[src/rtl/vic_pkg.sv]
package vic_pkg;
  localparam int NSRC  = 12;
  localparam int IDW   = $clog2(NSRC);
  localparam int VECW  = 16;
  localparam int CTLW  = 4;

  // source indices whose handling differs from a plain edge line
  localparam int SRC_RESTART = 0;
  localparam int SRC_PWRDN   = 1;
  localparam int SRC_EXTC    = 2;
  localparam int SRC_LVLB    = 3;
  localparam int SRC_LVLA    = 4;
  localparam int SRC_EXTB    = 9;
  localparam int SRC_EXTA    = 10;

  // control register bit positions
  localparam int CTL_EXTA_EDGE = 0;
  localparam int CTL_EXTB_EDGE = 1;
  localparam int CTL_EXTC_EDGE = 2;
  localparam int CTL_NEST      = 3;

  function automatic logic [VECW-1:0] vector_of(input logic [IDW-1:0] id);
    if (id == IDW'(SRC_RESTART))    return '0;
    else if (id == IDW'(SRC_PWRDN)) return VECW'(16'h002C);
    else                            return VECW'({id - IDW'(1), 2'b00});
  endfunction
endpackage

[src/rtl/vic_sync.sv]
module vic_sync #(
  parameter int N      = 12,
  parameter int STAGES = 2
) (
  input  logic         clk,
  input  logic         rst_n,
  input  logic [N-1:0] din,
  output logic [N-1:0] lvl,
  output logic [N-1:0] rise
);
  for (genvar g = 0; g < N; g++) begin : g_line
    logic [STAGES-1:0] sh;
    logic              prev;
    always_ff @(posedge clk or negedge rst_n) begin
      if (!rst_n) begin
        sh   <= '0;
        prev <= 1'b0;
      end else begin
        sh   <= {sh[STAGES-2:0], din[g]};
        prev <= sh[STAGES-1];
      end
    end
    assign lvl[g]  = sh[STAGES-1];
    assign rise[g] = sh[STAGES-1] & ~prev;
  end
endmodule

[src/rtl/vic_pend.sv]
module vic_pend #(
  parameter int N = 12
) (
  input  logic         clk,
  input  logic         rst_n,
  input  logic [N-1:0] lvl,
  input  logic [N-1:0] rise,
  input  logic [N-1:0] edge_mode,
  input  logic         fc_wr,
  input  logic [N-1:0] fc_set,
  input  logic [N-1:0] fc_clr,
  input  logic [N-1:0] ack_clr,
  output logic [N-1:0] pend
);
  for (genvar g = 0; g < N; g++) begin : g_src
    logic lat;
    always_ff @(posedge clk or negedge rst_n) begin
      if (!rst_n)                                 lat <= 1'b0;
      else if (!edge_mode[g])                     lat <= 1'b0;
      else if (rise[g])                           lat <= 1'b1;
      else if (fc_wr && fc_set[g])                lat <= 1'b1;
      else if ((fc_wr && fc_clr[g]) || ack_clr[g]) lat <= 1'b0;
    end
    assign pend[g] = edge_mode[g] ? lat : lvl[g];

    // a fresh edge is never lost to a simultaneous clear or acknowledge
    assert_edge_wins_R9: assert property (@(posedge clk) disable iff (!rst_n)
      (rise[g] && edge_mode[g]) |=> (lat || !edge_mode[g]));
  end
endmodule

[src/rtl/vic_select.sv]
module vic_select
  import vic_pkg::*;
(
  input  logic            clk,
  input  logic            rst_n,
  input  logic [NSRC-1:0] pend,
  input  logic [NSRC-1:0] mask,
  input  logic            gie,
  input  logic            supp,
  input  logic            nest_en,
  input  logic [NSRC-1:0] insvc,
  output logic            valid,
  output logic [IDW-1:0]  id
);
  logic [NSRC-1:0] elig;

  always_comb begin
    logic acc;
    logic blocked;
    acc = 1'b0;
    for (int i = 0; i < NSRC; i++) begin
      acc     = acc | insvc[i];
      blocked = nest_en ? acc : (|insvc);
      if (i == SRC_RESTART)
        elig[i] = pend[i];
      else
        elig[i] = pend[i] & (mask[i] | (i == SRC_PWRDN)) & gie & ~supp & ~blocked;
    end
  end

  always_comb begin
    valid = 1'b0;
    id    = '0;
    for (int i = NSRC - 1; i >= 0; i--) begin
      if (elig[i]) begin
        valid = 1'b1;
        id    = IDW'(i);
      end
    end
  end

  assert_mask_gate_R3: assert property (@(posedge clk) disable iff (!rst_n)
    (valid && id > IDW'(SRC_PWRDN)) |-> mask[id]);
  assert_offer_pending_R2: assert property (@(posedge clk) disable iff (!rst_n)
    valid |-> pend[id]);
endmodule

[src/rtl/vec_irq_ctrl.sv]
module vec_irq_ctrl
  import vic_pkg::*;
#(
  parameter int SYNC_STAGES = 2
) (
  input  logic            clk,
  input  logic            rst_n,
  input  logic [NSRC-1:0] req_in,
  input  logic            mask_wr,
  input  logic [NSRC-1:0] mask_wdata,
  input  logic            ctl_wr,
  input  logic [CTLW-1:0] ctl_wdata,
  input  logic            fc_wr,
  input  logic [NSRC-1:0] fc_set,
  input  logic [NSRC-1:0] fc_clr,
  input  logic            gie_set,
  input  logic            gie_clr,
  output logic            irq_valid,
  input  logic            irq_ready,
  output logic [IDW-1:0]  irq_id,
  output logic [VECW-1:0] irq_vector,
  input  logic            rti
);
  logic [NSRC-1:0] mask_q, insvc_q, edge_mode, lvl, rise, pend, ack_clr, pop_bit;
  logic [CTLW-1:0] ctl_q;
  logic            gie_q, supp_q, take;

  always_ff @(posedge clk or negedge rst_n) begin
    if (!rst_n) begin
      mask_q <= '0;
      ctl_q  <= '0;
      gie_q  <= 1'b1;
      supp_q <= 1'b0;
    end else begin
      if (mask_wr) mask_q <= mask_wdata;
      if (ctl_wr)  ctl_q  <= ctl_wdata;
      supp_q <= mask_wr;
      if (gie_set)      gie_q <= 1'b1;
      else if (gie_clr) gie_q <= 1'b0;
    end
  end

  always_comb begin
    edge_mode            = '1;
    edge_mode[SRC_LVLB]  = 1'b0;
    edge_mode[SRC_LVLA]  = 1'b0;
    edge_mode[SRC_EXTC]  = ctl_q[CTL_EXTC_EDGE];
    edge_mode[SRC_EXTB]  = ctl_q[CTL_EXTB_EDGE];
    edge_mode[SRC_EXTA]  = ctl_q[CTL_EXTA_EDGE];
  end

  vic_sync #(.N(NSRC), .STAGES(SYNC_STAGES)) u_sync (
    .clk(clk), .rst_n(rst_n), .din(req_in), .lvl(lvl), .rise(rise)
  );

  assign take    = irq_valid & irq_ready;
  assign ack_clr = take ? (NSRC'(1) << irq_id) : '0;

  vic_pend #(.N(NSRC)) u_pend (
    .clk(clk), .rst_n(rst_n), .lvl(lvl), .rise(rise), .edge_mode(edge_mode),
    .fc_wr(fc_wr), .fc_set(fc_set), .fc_clr(fc_clr), .ack_clr(ack_clr), .pend(pend)
  );

  vic_select u_sel (
    .clk(clk), .rst_n(rst_n), .pend(pend), .mask(mask_q), .gie(gie_q),
    .supp(supp_q), .nest_en(ctl_q[CTL_NEST]), .insvc(insvc_q),
    .valid(irq_valid), .id(irq_id)
  );

  assign irq_vector = vector_of(irq_id);

  // in-service record: lowest index is always the newest open level
  assign pop_bit = rti ? (insvc_q & (~insvc_q + NSRC'(1))) : '0;

  always_ff @(posedge clk or negedge rst_n) begin
    if (!rst_n) insvc_q <= '0;
    else if (take && irq_id == IDW'(SRC_RESTART)) insvc_q <= '0;
    else insvc_q <= (insvc_q & ~pop_bit) | ack_clr;
  end

  assert_holdoff_R4: assert property (@(posedge clk) disable iff (!rst_n)
    mask_wr |=> (!irq_valid || irq_id == IDW'(SRC_RESTART)));
  assert_gie_gate_R5: assert property (@(posedge clk) disable iff (!rst_n)
    (irq_valid && irq_id != IDW'(SRC_RESTART)) |-> gie_q);
  assert_sequential_R10: assert property (@(posedge clk) disable iff (!rst_n)
    (!ctl_q[CTL_NEST] && (|insvc_q) && irq_valid) |-> irq_id == IDW'(SRC_RESTART));
  assert_restart_close_R11: assert property (@(posedge clk) disable iff (!rst_n)
    (take && irq_id == IDW'(SRC_RESTART)) |=> insvc_q == '0);
endmodule

[config.mk]
export PLATFORM = sky130hd
export DESIGN_NAME = vec_irq_ctrl
export DESIGN_NICKNAME = d
export VERILOG_FILES = /design/src/rtl/vic_pkg.sv /design/src/rtl/vic_sync.sv /design/src/rtl/vic_pend.sv /design/src/rtl/vic_select.sv /design/src/rtl/vec_irq_ctrl.sv
export SDC_FILE = /design/constraint.sdc
export NUM_CORES = 1
export LEC_CHECK = 0
export BUFFER_PORTS_ARGS = -buffer_cell sky130_fd_sc_hd__buf_2
export CORE_MARGIN = 1
export CORE_UTILIZATION = 46
export CTS_BUF_LIST = sky130_fd_sc_hd__clkbuf_4 sky130_fd_sc_hd__clkbuf_8 sky130_fd_sc_hd__clkbuf_16
export CTS_CLUSTER_DIAMETER = 100
export DETAILED_ROUTE_END_ITERATION = 8
export GPL_TIMING_DRIVEN = 0
export HOLD_SLACK_MARGIN = 0.02
export PLACE_DENSITY = 0.8
export SLEW_MARGIN = 10
export SYNTH_ARGS = -nofsm -noshare
export SYNTH_HDL_FRONTEND = slang
export SYNTH_SLANG_ARGS = --single-unit
[constraint.sdc]
create_clock -name clk -period 3.9 [get_ports clk]
set_clock_uncertainty 0.2 [all_clocks]
set_input_delay 0.39 -clock clk [delete_from_list [all_inputs] [get_ports clk]]
set_output_delay 0.39 -clock clk [all_outputs]
set_load 0.005 [all_outputs]
* Word level (Yosys, flattened, before mapping)
Cells that the tools add are included.
** Operators by class
- Equal/unequal tests :: 4
- Muxes and demuxes :: 78
- Bitwise operators :: 92
- Reductions and logical operators :: 41
- Shift-type cells :: 1
- $add $sub $neg :: 2
** Operators with widths (number)
- 1-bit 2-to-1 mux :: 61
- 1-bit AND :: 54
- 4-bit 2-to-1 mux :: 12
- 12-bit 2-to-1 mux :: 3
- 12-bit AND :: 2
- 12-bit NOT :: 2
- 1-bit NOT :: 22
- 1-bit logical AND :: 21
- 3-bit nonzero test :: 7
- 12-bit by 1-bit adder with 12-bit output, second input constant :: 1
- 6-bit 2-to-1 mux :: 2
- 4-bit by 2-bit != test with 1-bit output, second input constant :: 3
- 12-bit OR :: 1
- 12-bit OR reduction :: 1
- 1-bit by 4-bit << shifter with 12-bit output, first input constant :: 1
- 1-bit OR :: 11
- 1-bit logical OR :: 10
- 4-bit by 1-bit equality test with 1-bit output, second input constant :: 1
- 4-bit zero test :: 1
- 4-bit by 1-bit subtractor with 4-bit output, second input constant :: 1
- 2-bit nonzero test :: 1
** Word-level totals
- Output and inout port bits :: 21
- Register bits after elaboration :: 74
- Word-level logic and storage cells :: 255

* Depth between registers and ports, before layout
Gate-level depths: netlist of run 1.
- Word-level depth :: 33
- Mapped depth :: 13
- Gate-level depth less buffers :: 12

* Hierarchy
Synthesis of run 1 repeated with hierarchy kept, for this count alone.
** Unflattened totals
- Cell total of the unflattened synthesis :: 344
- Area, all modules :: 3896.2 um^2
** Modules (own cells, without submodules)
- vec_irq_ctrl :: times used 1, area each 1524.0 um^2, cells an instance 140
- vic_sync :: times used 1, area each 1156.1 um^2, cells an instance 60
- vic_pend :: times used 1, area each 773.2 um^2, cells an instance 74
- vic_select :: times used 1, area each 442.9 um^2, cells an instance 70

* Least setup slack after synthesis of run 1
No wires, ideal clock.
- Path type :: register to output
- Start :: register insvc_q[9]
- End :: output port irq_vector[5]
- Path buffers :: 0
- Arrival time :: 2.505 ns
- Cell stages (with the launch flop) :: 11
- Slack :: 0.805 ns
- Required time :: 3.310 ns
- Cell sequence :: dfrtp_1 nor4_4 a21oi_1 nor3_1 nor2_1 nor2_1 o21ai_0 or2_2 ha_1 or3_1 o21ai_2
** On the way
- Cells in the longest elaborated chain, start to end :: 21
- Elaborated cells between the ends (all ways) :: 54
- Classes of those cells :: 1 x add/sub; 1 x eq/ne; 25 x mux; 25 x bitwise; 2 x reduce/logical
** Ends and longest elaborated chain
- start: declaration :: RTL line vec_irq_ctrl.sv:24 : logic [NSRC-1:0] mask_q, insvc_q, edge_mode, lvl, rise, pend, ack_clr, pop_bit;
- start signal: assignment :: RTL line vec_irq_ctrl.sv:78 : else insvc_q <= (insvc_q & ~pop_bit) | ack_clr;
- 1-bit OR (3 in series) :: RTL line vic_select.sv:22 : acc = acc | insvc[i];
- 1-bit 2-to-1 mux :: RTL line vic_select.sv:23 : blocked = nest_en ? acc : (|insvc);
- 1-bit NOT :: RTL line vic_select.sv:27 : elig[i] = pend[i] & (mask[i] | (i == SRC_PWRDN)) & gie & ~supp & ~blocked;
- 1-bit AND :: RTL line vic_select.sv:27
- 4-bit 2-to-1 mux (10 in series) :: RTL line vic_select.sv:35 : if (elig[i]) begin
- 4-bit 2-to-1 mux * (2 in series) :: RTL line vic_select.sv:35
- 4-bit by 1-bit subtractor with 4-bit output / 4-bit by 1-bit equality test with 1-bit output (equally long branches) :: RTL line vic_pkg.sv:25, vic_pkg.sv:24
- 6-bit 2-to-1 mux :: RTL line vic_pkg.sv:24 : else if (id == IDW'(SRC_PWRDN)) return VECW'(16'h002C);
- 6-bit 2-to-1 mux * :: RTL line vic_pkg.sv:23 : if (id == IDW'(SRC_RESTART)) return '0;
- end: declaration :: RTL line vec_irq_ctrl.sv:21 : output logic [VECW-1:0] irq_vector,
Every way passes the cells marked *; elsewhere a longest branch is shown, timed or not.

* Worst setup path after layout of run 1
- Start :: register insvc_q[10]
- End :: output port irq_vector[5]
** On the way
- Cells in the longest elaborated chain, start to end :: 20
- Elaborated cells between the ends (all ways) :: 53
- Classes of those cells :: 1 x add/sub; 1 x eq/ne; 25 x mux; 24 x bitwise; 2 x reduce/logical
** Ends and longest elaborated chain (RTL line)
- 1-bit OR (2 in series) :: vic_select.sv:22
- 1-bit 2-to-1 mux :: vic_select.sv:23
- 1-bit NOT :: vic_select.sv:27
- 1-bit AND :: vic_select.sv:27
- 4-bit 2-to-1 mux (10 in series) :: vic_select.sv:35
- 4-bit 2-to-1 mux * (2 in series) :: vic_select.sv:35
- 4-bit by 1-bit subtractor with 4-bit output / 4-bit by 1-bit equality test with 1-bit output (equally long branches) :: vic_pkg.sv:25, vic_pkg.sv:24
- 6-bit 2-to-1 mux :: vic_pkg.sv:24
- 6-bit 2-to-1 mux * :: vic_pkg.sv:23
Marks and branches as above.

==> results.md, run 1 <==
- Worst Path Required: approximately 3.3 ns
- Post-synth top area cell: dfrtp_1
- Asr flop ratio synth: 1.00
- CTS tree: yes
- Grt ovf: 0
- Final net count: 459
- WP data arrival: 3.14 ns
- Period minus WS final: between 3 and 4 ns
- Tcrit/Tclk final: 0.955
- MaxCap Viol Count: 0
- Final GP Congestion: 0.897
- Number of flops mapped to enable cells by yosys: 0
- Worst-path cell chain: nor4_4 -> a41oi_2 -> or3_1 -> o2111ai_1 -> nand3b_1 -> ha_2 -> or3_1 -> o21ai_2 -> buf_2
- Layout cell share with drive strength beyond 1: 0.364
- DRC violations left: 0
- I/O pin total: 82
- Avg Inst Size Synth: ~12 µm²
- Clk buf depth: 2
- RSZ-0062 raised after global routing: no
- Post-route setup slack: 0.175 ns
- CTS root buf: clkbuf_8
- # setup viols final: 0
- Pre-antenna DRT Iters: 4
- Cells after synthesis: 292
- Yosys reg bits: 72
- Global-route usage over all layers: 0.214
- CTS sink count: a little over 70
- CP peak stage delay: between 0.4 and 0.5 ns
- Status: finished, final reports clean
- DPL Wire Length: 5690 µm
- H-tree depth: 3
- WHS: roughly 0.043 ns
- Layout Utilization: 0.611
- Die Y: about 88 µm
- Worst path slowest cell: or3_1
- Largest net degree at the start of global routing: 43
- Setup TNS: 0 ns
- WL final: 7520 µm
- Main synth FF type: dfrtp_1
- Peak VDD IR: between 0.2 and 0.3 mV
- Via count: around 2600
- Fin. Hold Viols: 0
- DR vias/cell: 5.27
- Final Cell Area: 0.00425 mm²
- Most frequent cell on the critical path: or3_1
- First-pass GRT wire length: 12100 µm
- Mapped Area: 0.00336 mm²
- Synth top area share: 0.528
- Ant. Diodes: 0
- Least-Margin Pin Slew: between 0.9 and 1 ns
- Worst Setup End Kind: output port
- Max-slew violations: 0
- YS warnings: 0
- Initial antenna violation count: 0
- Vias in the first global route: between 2000 and 3000
- CP Class: register to output port
- Max FO, Critical Path: 6
- Startpoint Class: register
- CP Buf/Inv Count: 1
- Worst skew pair latency: about 0.34 ns
- Worst hold-check path type: primary input to register
- Initial core utilization: 0.484
- Port Buf Inserts: 62
- Wire per inst: 15.2 µm
- Core area: 0.00694 mm²
- Area Overhead vs Synth: 26.2%
- Post-DP Area: 0.00386 mm²
- Total CTS buffers: 9
- Antenna-violating nets left: 0
- Top post-synthesis cells by area: dfrtp_1, mux2_2, buf_4, a21oi_1, nand2_1
- Rel. slew slack: 0.364
- Sequential element share of the synthesized area: 0.536
- Die ar.: around 0.0077 mm²
- Leakage: between 1.5 and 2 nW
- Die X: 87.5 µm
- PwrDens: 426 mW/mm²
- Clock slew at the register clock pins of the worst setup and hold paths: approximately 0.08 ns
- CP top delay family: simple AND/OR/NAND/NOR gates
- Fmax: 0.268 GHz
- Initial drt markers: around 150
- Filler cells: 579
- Cell variety after synth: 67
- Cell row count: 30
- Place WS: 0.329 ns
area by class of cell:
cell class / count / area [µm²] / area share
Sequential cell: 72 / 1800 / 0.425
Multi-Input combinational cell: 204 / 1490 / 0.350
Timing Repair Buffer: 79 / 488 / 0.115
Clock buffer: 12 / 159 / 0.0374
Buffer: 19 / 130 / 0.0307
Tap cell: 96 / 120 / 0.0283
Inverter: 8 / 30.0 / 0.00707
Clock inverter: 4 / 27.5 / 0.00648
Yosys cell counts (3+ instances only):
cell type / count
nor3_1: 5
nand4b_1: 3
mux2_2: 16
a21oi_1: 14
nand3_1: 9
clkbuf_1: 3
nor2_1: 18
dfrtp_1: 71
nand4_1: 3
or2_2: 3
buf_4: 13
or3_1: 6
nand2_1: 18
o21ai_0: 13
nor3_2: 4
a21boi_0: 5
nor2b_1: 7
a22oi_1: 4
ha_1: 5
a221o_1: 5
o211ai_1: 3
inv_1: 7
a31oi_1: 4
where the power goes:
group | switching [W] | internal (W)
logic | 0.000226 | 0.000201
clock network | 0.000265 | 0.000274
registers | 0.0000440 | 0.000799
metrics by stage:
stage | cells | total power (W)
floorplan | 303 | 0.00111
global placement | 461 | 0.00124
detailed placement | 462 | 0.00126
CTS | 492 | 0.00181
global route | 494 | 0.00191
finish | 494 | 0.00181
sequential cells by signal, summed over array words and instances, names as in the netlist:
name,flops
u_sync.g_line.sh,24
insvc_q,12
mask_q,10
u_pend.g_src.lat,10
u_sync.g_line.prev,10
ctl_q,4
gie_q,1
supp_q,1
cells in the final DEF (no fill, tap or decap), drive strengths merged, types with 11 or more instances in the layout:
cell type and n:
a21oi 15, buf 81, clkbuf 15, conb 12
dfrtp 71, dlygate4sd3 14, mux2 16, nand2 19
nand3 11, nor2 19, o21ai 14
logic make-up (layout without fill, tap and decap cells):
group           Yosys count  in the layout  share of synthesized area
simple gates             97             97                      0.181
compound gates           73             73                      0.159
flops                    72             72                      0.536
buf+inv                  27            122                     0.0476
mux                      17             17                     0.0565
fa+ha+maj                 5              5                     0.0186
other cells               1             12                    0.00112
timing repair:
item | in CTS | in global routing
hold buffers | 14 | 0
hold endpoints to repair | 42 | 0
setup endpoints to repair | 2 | 4
gates resized for setup | 1 | 9
pin swaps | 0 | 3
setup buffers | 0 | 2
final timing paths:
check	from	to	slack [ns]	depth (start not counted)
max in group asynchronous	rst_n	u_pend.g_src[9].lat$_DFFE_PN0P_	2.64	3
hold / removal	gie_set	gie_q$_DFFE_PN1P_	0.04	2
min in group asynchronous	rst_n	insvc_q[6]$_DFF_PN0_	0.32	2
setup reg to reg	insvc_q[10]$_DFF_PN0_	insvc_q[2]$_DFF_PN0_	0.72	12
setup / recovery	insvc_q[10]$_DFF_PN0_	irq_vector[5]	0.17	9
hold reg to reg	u_sync.g_line[1].sh[0]$_DFF_PN0_	u_sync.g_line[1].sh[1]$_DFF_PN0_	0.15	0
per-layer routing:
layer | global-route usage | wire (µm) | part of all wire
met1 | 0.282 | 3260 | 0.43
met2 | 0.347 | 3680 | 0.49
met3 | 0.0455 | 469 | 0.062
met4 | 0.0849 | 108 | 0.014
met5 | 0 | 0 | 0
No activity file was read; power rests on OpenSTA's default activity.
==> run 2, diff against run 1 <==
--- a/config.mk
+++ b/config.mk
@@ -6,6 +6,7 @@
 export NUM_CORES = 1
 export LEC_CHECK = 0
 export BUFFER_PORTS_ARGS = -buffer_cell sky130_fd_sc_hd__buf_2
+export CAP_MARGIN = 20
 export CORE_MARGIN = 1
 export CORE_UTILIZATION = 46
 export CTS_BUF_LIST = sky130_fd_sc_hd__clkbuf_4 sky130_fd_sc_hd__clkbuf_8 sky130_fd_sc_hd__clkbuf_16
@@ -13,7 +14,7 @@
 export DETAILED_ROUTE_END_ITERATION = 8
 export GPL_TIMING_DRIVEN = 0
 export HOLD_SLACK_MARGIN = 0.02
-export PLACE_DENSITY = 0.8
+export PLACE_DENSITY = 0.79
 export SLEW_MARGIN = 10
 export SYNTH_ARGS = -nofsm -noshare
 export SYNTH_HDL_FRONTEND = slang
==> run 2 against run 1 <==
Compared with the run above:
- setup slack got worse by 0.023 ns
- die area unchanged
- final cell count increased by 0.20%
- clock power increased by 4%
- maximum frequency decreased by 0.61%
- critical path type unchanged
- largest cell class unchanged
==> results.md, run 2 (synthesized netlist as in run 1, its figures left out) <==
- Layout cell share with drive strength beyond 1: 0.361 (-0.00342)
- Clk buf depth: 2 (unchanged)
- Global-route usage over all layers: 0.218 (+0.00424)
- Startpoint Class: register
- Post-route setup slack: 0.152 ns (-0.0227 ns)
- PwrDens: 430 mW/mm² (+0.97%)
- # setup viols final: 0 (unchanged)
- Leakage: 1.95 nW (+0.35%)
- CTS tree: yes
- Post-DP Area: 0.00386 mm² (+0.19%)
- Initial antenna violation count: 0 (unchanged)
- H-tree depth: 3 (unchanged)
- Place WS: 0.381 ns (+0.0520 ns)
- Worst Setup End Kind: output port
- Area Overhead vs Synth: 27.0%
- Max FO, Critical Path: 6 (unchanged)
- Fmax: 0.267 GHz (-0.61%)
- Initial core utilization: 0.484 (unchanged)
- Wire per inst: 15.4 µm (+1.3%)
- WL final: 7630 µm (+1.5%)
- Top flop regs: u_sync.g_line.sh: 24 flops, insvc_q: 12 flops
- CTS root buf: clkbuf_8
- Worst-path cell chain: nor4_4 -> buf_4 -> a41oi_2 -> or3_1 -> o22ai_1 -> nand3b_1 -> ha_2 -> or3_1 -> o21ai_2 -> buf_2
- Port Buf Inserts: 62 (unchanged)
- Status: finished, final reports clean
- Die X: 87.5 µm (unchanged)
- Core area: 0.00694 mm² (unchanged)
- Worst skew pair latency: 0.34 ns (about the same)
- CP top delay family: simple AND/OR/NAND/NOR gates
- Antenna-violating nets left: 0 (unchanged)
- Least-Margin Pin Slew: 0.948 ns (+0.00476 ns)
- Clock slew at the register clock pins of the worst setup and hold paths: 0.08 ns (about the same)
- Vias in the first global route: 2590 (-0.077%)
- Worst R2R Path Depth: 11 (-1)
- Die ar.: 0.00766 mm² (unchanged)
- Peak VDD IR: 0.263 mV (-6.8%)
- WHS Path Cells: 2 (unchanged)
- DR vias/cell: 5.25 (-0.47%)
- WP data arrival: 3.16 ns (+0.02 ns)
- Initial drt markers: 146 (unchanged)
- CP peak stage delay: 0.45 ns (about the same)
- DRC violations left: 0 (unchanged)
- Most frequent cell on the critical path: or3_1
- Die Y: 87.5 µm (unchanged)
- Grt ovf: 0 (unchanged)
- CTS sink count: 72 (unchanged)
- I/O pin total: 82 (unchanged)
- Max-slew violations: 0 (unchanged)
- Final GP Congestion: 0.872 (-2.8%)
- DPL Wire Length: 5770 µm (+1.4%)
- Setup TNS: 0 ns (unchanged)
- Final Cell Area: 0.00427 mm² (+0.62%)
- RSZ-0062 raised after global routing: no
- Ant. Diodes: 0 (unchanged)
- Tcrit/Tclk final: 0.961 (+0.00583)
- Worst path slowest cell: or3_1
- MaxCap Viol Count: 0 (unchanged)
- Power after layout: 0.00184 W (+1.6%)
- Final net count: 461 (+0.44%)
- Worst hold-check path type: primary input to register
- Largest net degree at the start of global routing: 56 (+30%)
- Total CTS buffers: 9 (unchanged)
- Worst Path Required: 3.31 ns (about the same)
- Total stage count of the critical path: 10 (+1)
- Most flops, register: u_sync.g_line.sh
- Max FFs per register: 24 (unchanged)
- Commonest non-fill, non-tap cells in the layout: dfrtp_1, buf_2, nor2_1, nand2_1, buf_4
- CP Class: register to output port
- Rel. slew slack: 0.361 (-0.00321)
- Via count: 2598 (-0.27%)
- Pre-antenna DRT Iters: 4 (unchanged)
- First-pass GRT wire length: 12400 µm (+2.6%)
- Fin. Hold Viols: 0 (unchanged)
- Commonest non-fill, non-tap cell in the layout: dfrtp_1
- Cell row count: 30 (unchanged)
- Period minus WS final: 3.75 ns (+0.0227 ns)
- CP Buf/Inv Count: 2 (+1)
-- run 2: cell count changes in the layout (fill, tap and decap cells not counted), sizes merged --
| cell | before | now |
|---|---|---|
| buf | 81 | 82 |
| bufinv | 0 | 1 |
| clkbuf | 15 | 12 |
| clkinv | 3 | 4 |
| clkinvlp | 0 | 1 |
| dlygate4sd3 | 14 | 15 |
| inv | 9 | 8 |
-- run 2: path summary, 6_finish.rpt --
check	slack (ns)	endpoint	startpoint
worst max-delay path	0.15	irq_vector[5]	insvc_q[10]$_DFF_PN0_
worst min-delay path	0.08	mask_q[10]$_DFFE_PN0P_	mask_wdata[10]
worst max register to register	0.75	insvc_q[6]$_DFF_PN0_	gie_q$_DFFE_PN1P_
worst min register to register	0.15	u_sync.g_line[11].sh[1]$_DFF_PN0_	u_sync.g_line[11].sh[0]$_DFF_PN0_
max in group asynchronous	2.70	insvc_q[6]$_DFF_PN0_	rst_n
min in group asynchronous	0.26	u_sync.g_line[1].sh[1]$_DFF_PN0_	rst_n
-- run 2: report_power, final --
part           internal, W  switching [W]
clock             0.000289       0.000268
combinational     0.000207       0.000230
sequential        0.000799      0.0000439
total              0.00130       0.000542
-- run 2: repair_timing --
action / in CTS / in global routing
setup buffers: 0 / 3
endpoints found under the setup margin: 2 / 4
gates resized for setup: 2 / 7
hold buffers: 15 / 0
pin swaps: 0 / 2
hold endpoints to repair: 31 / 0
-- run 2: cell type report --
type | instances | area [µm²]
flip-flops and latches | 72 | 1800
plain buffers | 19 | 130
clock inverters | 6 | 61.3
well taps | 96 | 120
multi-input cells | 204 | 1490
clock buffers | 9 | 124
repair buffers | 81 | 513
inverters | 8 | 30.0
fillers | 567 | 2670
-- run 2: layer usage --
layer	share of wire	GRT usage	up-vias
met5	0	0	-
met4	0.013	0.0775	0
met3	0.056	0.0474	9
met2	0.47	0.350	86
met1	0.46	0.293	1242
li1	-	-	1261
-- run 2: metrics by stage --
step	cells	utilization	hold slack, ns
6_report	495	0.615	0.0771
5_1_grt	495	0.615	0.0660
4_1_cts	492	0.606	0.0577
3_5_place_dp	462	0.557	0.0818
3_3_place_gp	461	0.552	0.131
2_1_floorplan	303	-	-0.106
